**src/rtl/rcg_bank_pkg.sv**
```systemverilog
package rcg_bank_pkg;

  localparam int unsigned BUS_W = 32;

  // register byte offsets
  localparam int unsigned OFS_CMD = 'h00;
  localparam int unsigned OFS_CFG = 'h04;
  localparam int unsigned OFS_MND_BASE = 'h08;  // M, then N, then D, 4 apart

  // command register bit positions
  localparam int unsigned CMD_UPD_BIT   = 0;
  localparam int unsigned CMD_EN_BIT    = 1;
  localparam int unsigned CMD_DIRTY_LSB = 4;
  localparam int unsigned CMD_OFF_BIT   = 31;

  // configuration register field positions
  localparam int unsigned CFG_SRC_LSB  = 8;
  localparam int unsigned CFG_MODE_LSB = 12;
  localparam int unsigned MODE_W       = 2;

  // order of counter registers in the generated array
  typedef enum logic [1:0] {MND_M = 2'd0, MND_N = 2'd1, MND_D = 2'd2} mnd_idx_e;

endpackage

```
**src/rtl/rcg_update_seq.sv**
```systemverilog
module rcg_update_seq #(
  parameter int unsigned SYNC_STAGES = 2
) (
  input  logic clk,
  input  logic rst_n,
  input  logic upd_req,
  output logic busy,
  output logic snap,
  output logic commit
);
  localparam int unsigned CNT_W = (SYNC_STAGES > 1) ? $clog2(SYNC_STAGES) : 1;
  localparam logic [CNT_W-1:0] LAST = CNT_W'(SYNC_STAGES - 1);

  logic             busy_q, busy_d;
  logic [CNT_W-1:0] cnt_q, cnt_d;

  assign snap   = upd_req && !busy_q;
  assign commit = busy_q && (cnt_q == LAST);
  assign busy   = busy_q;

  always_comb begin
    busy_d = busy_q;
    cnt_d  = cnt_q;
    if (snap) begin
      busy_d = 1'b1;
      cnt_d  = '0;
    end else if (busy_q) begin
      if (commit) busy_d = 1'b0;
      else        cnt_d  = cnt_q + 1'b1;
    end
  end

  always_ff @(posedge clk or negedge rst_n) begin
    if (!rst_n) begin
      busy_q <= 1'b0;
      cnt_q  <= '0;
    end else begin
      busy_q <= busy_d;
      cnt_q  <= cnt_d;
    end
  end

  // a pending update advances one step per cycle, never restarts
  p_no_restart_r9: assert property (@(posedge clk) disable iff (!rst_n)
    (busy_q && !commit) |=> (busy_q && cnt_q == $past(cnt_q) + 1'b1));

  generate
    if (SYNC_STAGES >= 2) begin : g_len
      // UPDATE stays visible for more than one cycle
      p_busy_hold_r4: assert property (@(posedge clk) disable iff (!rst_n)
        $rose(busy_q) |=> busy_q);
    end
  endgenerate

endmodule

```
**src/rtl/rcg_triple_reg.sv**
```systemverilog
module rcg_triple_reg #(
  parameter int unsigned W = 8
) (
  input  logic         clk,
  input  logic         rst_n,
  input  logic         wr_en,
  input  logic [W-1:0] wr_data,
  input  logic         snap,
  input  logic         commit,
  output logic [W-1:0] shadow_o,
  output logic [W-1:0] active_o,
  output logic         dirty_o
);
  logic [W-1:0] shadow_q, shadow_d;
  logic [W-1:0] staged_q, staged_d;
  logic [W-1:0] active_q, active_d;
  logic         dirty_q, dirty_d;

  always_comb begin
    shadow_d = wr_en  ? wr_data  : shadow_q;
    staged_d = snap   ? shadow_q : staged_q;
    active_d = commit ? staged_q : active_q;
    dirty_d  = dirty_q;
    if (commit)
      dirty_d = (shadow_d != staged_q);
    else if (wr_en && (wr_data != active_q))
      dirty_d = 1'b1;
  end

  always_ff @(posedge clk or negedge rst_n) begin
    if (!rst_n) begin
      shadow_q <= '0;
      staged_q <= '0;
      active_q <= '0;
      dirty_q  <= 1'b0;
    end else begin
      shadow_q <= shadow_d;
      staged_q <= staged_d;
      active_q <= active_d;
      dirty_q  <= dirty_d;
    end
  end

  assign shadow_o = shadow_q;
  assign active_o = active_q;
  assign dirty_o  = dirty_q;

  // active value only moves on a commit
  p_active_hold_r3: assert property (@(posedge clk) disable iff (!rst_n)
    !commit |=> $stable(active_q));

  // a differing write raises the flag
  p_dirty_set_r5: assert property (@(posedge clk) disable iff (!rst_n)
    (wr_en && !commit && wr_data != active_q) |=> dirty_q);

  // after a quiet commit the flag matches the real difference
  p_dirty_commit_r6: assert property (@(posedge clk) disable iff (!rst_n)
    (commit && !wr_en) |=> (dirty_q == (shadow_q != active_q)));

endmodule

```
**src/rtl/rcg_cfg_bank.sv**
```systemverilog
module rcg_cfg_bank
  import rcg_bank_pkg::*;
#(
  parameter int unsigned ADDR_W      = 5,
  parameter int unsigned DIV_W       = 5,
  parameter int unsigned SRC_W       = 3,
  parameter int unsigned MND_W       = 8,
  parameter int unsigned SYNC_STAGES = 2
) (
  input  logic              clk,
  input  logic              rst_n,
  input  logic              reg_wr,
  input  logic [ADDR_W-1:0] reg_addr,
  input  logic [BUS_W-1:0]  reg_wdata,
  output logic [BUS_W-1:0]  reg_rdata,
  output logic              root_en,
  output logic [DIV_W-1:0]  act_div,
  output logic [SRC_W-1:0]  act_src,
  output logic [MODE_W-1:0] act_mode,
  output logic [MND_W-1:0]  act_m,
  output logic [MND_W-1:0]  act_n,
  output logic [MND_W-1:0]  act_d
);
  localparam int unsigned CFG_W = DIV_W + SRC_W + MODE_W;
  localparam int unsigned N_MND = 3;
  localparam logic [ADDR_W-1:0] A_CMD = ADDR_W'(OFS_CMD);
  localparam logic [ADDR_W-1:0] A_CFG = ADDR_W'(OFS_CFG);

  // reset: asserted asynchronously, released on a clock edge
  logic [1:0] rst_sync_q;
  logic       rst_n_i;
  always_ff @(posedge clk or negedge rst_n) begin
    if (!rst_n) rst_sync_q <= 2'b00;
    else        rst_sync_q <= {rst_sync_q[0], 1'b1};
  end
  assign rst_n_i = rst_sync_q[1];

  // decode
  logic cmd_wr, cfg_wr;
  assign cmd_wr = reg_wr && (reg_addr == A_CMD);
  assign cfg_wr = reg_wr && (reg_addr == A_CFG);

  // update sequencer
  logic upd_busy, upd_snap, upd_commit;
  rcg_update_seq #(.SYNC_STAGES(SYNC_STAGES)) u_seq (
    .clk    (clk),
    .rst_n  (rst_n_i),
    .upd_req(cmd_wr && reg_wdata[CMD_UPD_BIT]),
    .busy   (upd_busy),
    .snap   (upd_snap),
    .commit (upd_commit)
  );

  // root enable request
  logic root_en_q, root_en_d;
  always_comb root_en_d = cmd_wr ? reg_wdata[CMD_EN_BIT] : root_en_q;
  always_ff @(posedge clk or negedge rst_n_i) begin
    if (!rst_n_i) root_en_q <= 1'b0;
    else          root_en_q <= root_en_d;
  end
  assign root_en = root_en_q;

  // configuration register: {mode, src, div}
  logic [CFG_W-1:0] cfg_wval, cfg_shadow, cfg_active;
  logic             cfg_dirty;
  assign cfg_wval = {reg_wdata[CFG_MODE_LSB +: MODE_W],
                     reg_wdata[CFG_SRC_LSB +: SRC_W],
                     reg_wdata[DIV_W-1:0]};

  rcg_triple_reg #(.W(CFG_W)) u_cfg (
    .clk     (clk),
    .rst_n   (rst_n_i),
    .wr_en   (cfg_wr),
    .wr_data (cfg_wval),
    .snap    (upd_snap),
    .commit  (upd_commit),
    .shadow_o(cfg_shadow),
    .active_o(cfg_active),
    .dirty_o (cfg_dirty)
  );

  // counter registers M, N, D
  logic [MND_W-1:0] mnd_shadow [N_MND];
  logic [MND_W-1:0] mnd_active [N_MND];
  logic [N_MND-1:0] mnd_dirty;
  logic [N_MND-1:0] mnd_hit;

  generate
    for (genvar g = 0; g < N_MND; g++) begin : g_mnd
      localparam logic [ADDR_W-1:0] A_REG = ADDR_W'(OFS_MND_BASE + 4 * g);
      assign mnd_hit[g] = (reg_addr == A_REG);
      rcg_triple_reg #(.W(MND_W)) u_reg (
        .clk     (clk),
        .rst_n   (rst_n_i),
        .wr_en   (reg_wr && mnd_hit[g]),
        .wr_data (reg_wdata[MND_W-1:0]),
        .snap    (upd_snap),
        .commit  (upd_commit),
        .shadow_o(mnd_shadow[g]),
        .active_o(mnd_active[g]),
        .dirty_o (mnd_dirty[g])
      );
    end
  endgenerate

  // active outputs
  assign act_div  = cfg_active[DIV_W-1:0];
  assign act_src  = cfg_active[DIV_W +: SRC_W];
  assign act_mode = cfg_active[DIV_W+SRC_W +: MODE_W];
  assign act_m    = mnd_active[MND_M];
  assign act_n    = mnd_active[MND_N];
  assign act_d    = mnd_active[MND_D];

  // read mux
  logic [3:0] dirty_bits;
  assign dirty_bits = {mnd_dirty[MND_D], mnd_dirty[MND_M], mnd_dirty[MND_N], cfg_dirty};

  always_comb begin
    reg_rdata = '0;
    if (reg_addr == A_CMD) begin
      reg_rdata[CMD_UPD_BIT]          = upd_busy;
      reg_rdata[CMD_EN_BIT]           = root_en_q;
      reg_rdata[CMD_DIRTY_LSB +: 4]   = dirty_bits;
      reg_rdata[CMD_OFF_BIT]          = !root_en_q;
    end else if (reg_addr == A_CFG) begin
      reg_rdata[DIV_W-1:0]            = cfg_shadow[DIV_W-1:0];
      reg_rdata[CFG_SRC_LSB +: SRC_W] = cfg_shadow[DIV_W +: SRC_W];
      reg_rdata[CFG_MODE_LSB +: MODE_W] = cfg_shadow[DIV_W+SRC_W +: MODE_W];
    end else begin
      for (int i = 0; i < N_MND; i++)
        if (mnd_hit[i]) reg_rdata[MND_W-1:0] = mnd_shadow[i];
    end
  end

  logic unused_wdata_bits;
  assign unused_wdata_bits = ^reg_wdata;

  // root enable only rises through a command write
  p_root_en_src_r8: assert property (@(posedge clk) disable iff (!rst_n_i)
    $rose(root_en_q) |-> $past(cmd_wr));

  // active configuration never changes while no update is pending
  p_cfg_quiet_r4: assert property (@(posedge clk) disable iff (!rst_n_i)
    (!upd_busy && !upd_snap) |=> $stable(cfg_active));

endmodule

```
**config.mk**
```make
export PLATFORM = sky130hd
export DESIGN_NAME = rcg_cfg_bank
export DESIGN_NICKNAME = d
export VERILOG_FILES = /design/src/rtl/rcg_bank_pkg.sv /design/src/rtl/rcg_update_seq.sv /design/src/rtl/rcg_triple_reg.sv /design/src/rtl/rcg_cfg_bank.sv
export SDC_FILE = /design/constraint.sdc
export NUM_CORES = 1
export LEC_CHECK = 0
export BUFFER_PORTS_ARGS = -buffer_cell sky130_fd_sc_hd__buf_4
export CAP_MARGIN = 20
export CORE_MARGIN = 2
export CORE_UTILIZATION = 50
export DETAILED_ROUTE_END_ITERATION = 16
export GPL_ROUTABILITY_DRIVEN = 0
export PLACE_DENSITY_LB_ADDON = 0.05
export SETUP_SLACK_MARGIN = 0.4
export SLEW_MARGIN = 20
export SYNTH_ARGS = -nofsm -noshare
export SYNTH_HDL_FRONTEND = slang
export SYNTH_SLANG_ARGS = --single-unit
```
**constraint.sdc**
```tcl
create_clock -name clk -period 9.7 [get_ports clk]
set_input_delay 0.97 -clock clk [delete_from_list [all_inputs] [get_ports clk]]
set_output_delay 0.97 -clock clk [all_outputs]
set_load 0.01 [all_outputs]
```
# After elaboration in Yosys (flattened, before gate mapping)
# Index checks and enable logic that the tools add are counted.
# totals
register_bits,111
word_cells,86
in_bits,40
out_inout_bits,67
# classes
n_addsub,1
n_reduce_logical,21
eq_ne,13
n_mux,31
# ops
cell,count
8-bit two-way mux,6
8-bit != test,6
10-bit != test,2
1-bit two-way mux,15
1-bit logical AND,12
"5-bit by 4-bit equality test with 1-bit output, second input constant",2
10-bit two-way mux,1
2-bit nonzero test,5
3-bit two-way mux,3
2-bit two-way mux,4
"5-bit by 3-bit equality test with 1-bit output, second input constant",1
"5-bit equality test, second input constant",1
5-bit zero test,1
5-bit two-way mux,1
4-bit two-way mux,1
1-bit zero test,2
"2-bit by 1-bit != test with 1-bit output, second input constant",1
2-bit AND reduction,1
"1-bit adder, second input constant",1

# Logic depth before layout (Yosys ltp)
# logic_depth
ltp_word,6
mapped_depth,8
depth_no_buf,5

# Modules after synthesis
# From an unflattened synthesis, not the netlist that was laid out.
# hier_totals
cells_unflattened,445
hier_area_um2,5677.9
# modules_own_cells
module,cells_each,area_per_inst_um2,n_inst
rcg_triple_reg at g_mnd[0].u_reg ...,79,1149.9,3
rcg_triple_reg at u_cfg,92,1382.6,1
rcg_cfg_bank,108,760.7,1
rcg_update_seq,8,85.1,1

# Least setup slack after synthesis
# Ideal clock, no wire load.
# synth_timing
path_kind,input-to-output
from,input reg_addr[1]
to,output reg_rdata[1]
t_required_ps,8730
n_path_buf,1
path_stages,6
t_arrival_ps,2411
slack_ps,6319
cell_sequence,or2_2 -> clkbuf_1 -> nor4b_2 -> a221oi_1 -> o21ai_0 -> nor2b_1
# synth_via
elab_chain_len,6
elab_cells_between_ends,10
# synth_rtl
element,line_no,source
"start, declared",rcg_cfg_bank.sv:13,"input logic [ADDR_W-1:0] reg_addr,"
5-bit by 4-bit equality test with 1-bit output,rcg_cfg_bank.sv:91,assign mnd_hit[g] = (reg_addr == A_REG);
8-bit two-way mux (3 in series),rcg_cfg_bank.sv:131,if (mnd_hit[i]) reg_rdata[MND_W-1:0] = mnd_shadow[i];
5-bit two-way mux,rcg_cfg_bank.sv:125,end else if (reg_addr == A_CFG) begin
2-bit two-way mux (*),rcg_cfg_bank.sv:120,if (reg_addr == A_CMD) begin
"end, declared",rcg_cfg_bank.sv:15,"output logic [BUS_W-1:0] reg_rdata,"
# Every way passes the cells marked *; elsewhere a longest branch is shown, timed or not.

# Final worst setup path
# Same ends and word-level chain as after synthesis.

==> implementation parameters <==
Parameter                              Value

Floorplanning
  Starting density of the core ... 0.512
  Total number of placement rows ... 39
  Io pins ... about 110
  Die extent in x ... 112 um
  Die Area ... ~0.013 mm2
  Core area ... 0.0114 mm2
  Chip Height ... ~110 um

STA
  Final-layout setup total negative slack ... 0 ps
  Clock skew after layout ... a little over 6 ps
  Unrepaired setup endpoints after global routing ... false
  Max Clk Rate ... ~260 MHz
  Final Hold Vio Count ... 0
  Post-route fraction of the period consumed by the critical path ... 0.402
  Tmin final ... just under 4000 ps
  Worst slew pin tran ... around 940 ps
  Final number of setup-violating endpoints ... 0
  Tightest slew margin relative to the limit ... 0.370
  Slew Limit Fails ... 0

Routing
  Vias per Instance ... roughly 5.6
  Detail-routed net length per standard cell ... 19.0 um
  Number of violations reported at the end of detailed-routing iteration 0 ... 260
  DR pass1 iterations ... 5
  Post-detailed-route count of antenna-violating nets ... 0
  Vias ... between 4000 and 5000
  DRT Wirelength ... about 15000 um
  DRC violations left ... 0

GRT
  Number of antenna violations at the first check in global routing ... 0
  Number of global-route vias before repair ... ~4300
  Total global routing overflow ... 0
  Maximum number of pins on one net before global-route repair ... 69
  Global-route wire length before repair ... approximately 24000 um
  Total global routing track utilization ... 0.243

Setup path
  CP Launch Type ... input pin
  Register-to-register setup slack ... 7460 ps
  Library cell appearing most often on the critical path ... sky130_fd_sc_hd__buf_4
  Worst EP arrival ... ~2900 ps
  Worst Path Max Fanout ... 10
  Start-to-end type of the worst setup path ... in -> out
  Cells along the critical path ... buf_4 -> or2_2 -> nor4b_2 -> a221oi_1 -> o21ai_0 -> nor2b_1 -> buf_4
  Crit. End Element ... output pin
  Longest individual stage delay on the worst path ... between 700 and 800 ps
  Standard cell with the maximum stage delay on the critical path ... sky130_fd_sc_hd__nor4b_2
  Critical path data required time ... a little under 9000 ps

Clock network
  TritonCTS clock tree ... yes
  Clock Root Buffer ... sky130_fd_sc_hd__clkbuf_16
  Clock Latency Late Sink ... roughly 350 ps
  Quantity of hold-fixing buffers added after cts ... 0
  Resized cells post-CTS ... 0
  Deepest level of the CTS H-tree ... 3
  Worst-path clk slew ... approximately 60 ps
  Cts bufs inserted ... 9
  Maximum clock insertion buffer count ... 2
  Setup Buffers After CTS ... 0
  Sinks on Clock Net ... between 100 and 150

Layout
  Final net count ... ~670
  Final core utilization ... 0.581
  Share of final-layout standard cells stronger than drive strength 1 ... 0.203
  Number of diodes added for antenna fixing ... 0
  Synthesis-to-layout area growth ... 13.4%
  Final cell area excluding filler cells ... between 0.006 and 0.007 mm2

Yosys
  Cell types occupying the most area after synthesis ... sky130_fd_sc_hd__dfrtp_1, sky130_fd_sc_hd__nand2_1, sky130_fd_sc_hd__mux2_2
  Count of state elements after synthesis ... roughly 110
  Syn_area_per_cell ... 10.1 um2
  Share of Yosys cell area claimed by the top area cell type ... 0.475
  Number of warning messages in the yosys log ... 0
  Most used flip-flop cell after synthesis ... sky130_fd_sc_hd__dfrtp_1
  Synth top cells by count ... sky130_fd_sc_hd__nand2_1, sky130_fd_sc_hd__dfrtp_1, sky130_fd_sc_hd__xor2_1, sky130_fd_sc_hd__mux2_2, sky130_fd_sc_hd__xnor2_1
  Post-synthesis cell type with the largest combined area ... sky130_fd_sc_hd__dfrtp_1
  Gate count after technology mapping ... 580
  Number of library cell types mapped by synthesis ... 56
  Portion of the post-synthesis area used by sequential elements ... 0.475
  Count of flip-flops with a built-in enable after synthesis ... 0
  Post-synthesis cell area ... between 0.005 and 0.006 mm2
  Proportion of synthesized flip-flops having asynchronous set or reset ... 1.00
  Most repeated cell in the gate-level netlist after synthesis ... sky130_fd_sc_hd__nand2_1

Run status
  Outcome ... finished clean

Power
  Worst supply voltage drop on vdd ... between 0.0001 and 0.00015 V
  Power per cell area ... around 170 mW/mm2
  Leakage component of the power ... 0.00330 uW

Flow run
  Max capacitance violation total ... 0

Placement
  Port-buffer cells ... between 60 and 70
  Area of placed instances ... ~0.0064 mm2
  HPWL after detailed placement ... 9940 um

Hold path
  Hold Crit Class ... reg -> async
==> cells by family after synthesis <==
family	synth area share
AOI/OAI and AO/OA	0.0910
other	0.00128
xor gates and xnor gates	0.102
and+or+nand+nor	0.159
DFF	0.475
buffers and inverters	0.0606
muxes	0.111
==> worst max-delay path: cells and delay by family <==
kind            cells  cell delay (ps)
compound gates      2              370
simple gates        3             1330
buf+inv             2              270
==> placed cells by master, fill, tap and decap left out, drive strengths merged, types with 2 or more instances in the layout <==
| master | instances |
|---|---|
| a2111o | 2 |
| a211oi | 3 |
| a21o | 2 |
| a21oi | 16 |
| a221oi | 3 |
| a22oi | 6 |
| a31oi | 3 |
| a41oi | 2 |
| and3 | 7 |
| buf | 74 |
| clkbuf | 14 |
| conb | 19 |
| dfrtp | 111 |
| inv | 19 |
| mux2 | 54 |
| mux2i | 4 |
| nand2 | 121 |
| nand3 | 7 |
| nand3b | 3 |
| nand4 | 6 |
| nor2 | 7 |
| nor2b | 4 |
| nor3 | 8 |
| nor4 | 17 |
| nor4b | 3 |
| o21ai | 25 |
| o221ai | 3 |
| o22ai | 5 |
| or2 | 2 |
| or4 | 2 |
| xnor2 | 31 |
| xor2 | 37 |
==> power by group <==
part           switching, uW  internal [uW]  total (uW)
sequential              66.8            522         589
combinational            105            100         205
clock                    159            180         339
total                    330            803        1130
==> through the flow <==
step           setup slack, ps  hold WS [ps]  instances  total power, uW
2_1_floorplan             6320           331        597              725
3_3_place_gp              5870           339        764              795
3_5_place_dp              5840           338        764              802
4_1_cts                   5850           353        779             1140
5_1_grt                   5700           355        779             1190
6_report                  5800           329        779             1130
==> sequential cells by signal (all words and copies together), names as in the netlist <==
register              flops
rst_sync_q                2
u_seq.cnt_q               1
u_cfg.active_o           10
u_cfg.shadow_o           10
g_mnd.u_reg.staged_q     24
u_cfg.dirty_o             1
u_cfg.staged_q           10
g_mnd.u_reg.active_o     24
g_mnd.u_reg.dirty_o       3
u_seq.busy                1
g_mnd.u_reg.shadow_o     24
root_en                   1
==> cell type report <==
class | count | area (um2)
multi-input cells | 417 | 2780
inverters | 19 | 71.3
repair buffers | 74 | 556
clock inverters | 1 | 5.00
flip-flops and latches | 111 | 2780
clock buffers | 14 | 254
fillers | 999 | 4790
well taps | 143 | 179
==> final timing paths <==
path | start | to | cells after the start
worst max-delay path | reg_addr[1] | reg_rdata[1] | 7
worst min-delay path | rst_sync_q[1]$_DFF_PN0_ | g_mnd[2].u_reg.shadow_o[3]$_DFF_PN0_ | 0
worst max register to register | u_seq.busy$_DFF_PN0_ | u_cfg.staged_q[5]$_DFFE_PN0P_ | 4
worst min register to register | rst_sync_q[1]$_DFF_PN0_ | g_mnd[2].u_reg.shadow_o[3]$_DFF_PN0_ | 0
max in group asynchronous | rst_sync_q[1]$_DFF_PN0_ | g_mnd[2].u_reg.active_o[5]$_DFFE_PN0P_ | 1
min in group clk | rst_sync_q[0]$_DFF_PN0_ | rst_sync_q[1]$_DFF_PN0_ | 0
==> metal layers <==
metal,global-route usage,wire length (um),vias to the layer above
met5,0,0,-
met4,0.0805,270,0
met3,0.0373,664,19
met2,0.376,6930,123
met1,0.354,6920,2169
li1,-,-,2061
(Power assumes the default switching activity.)
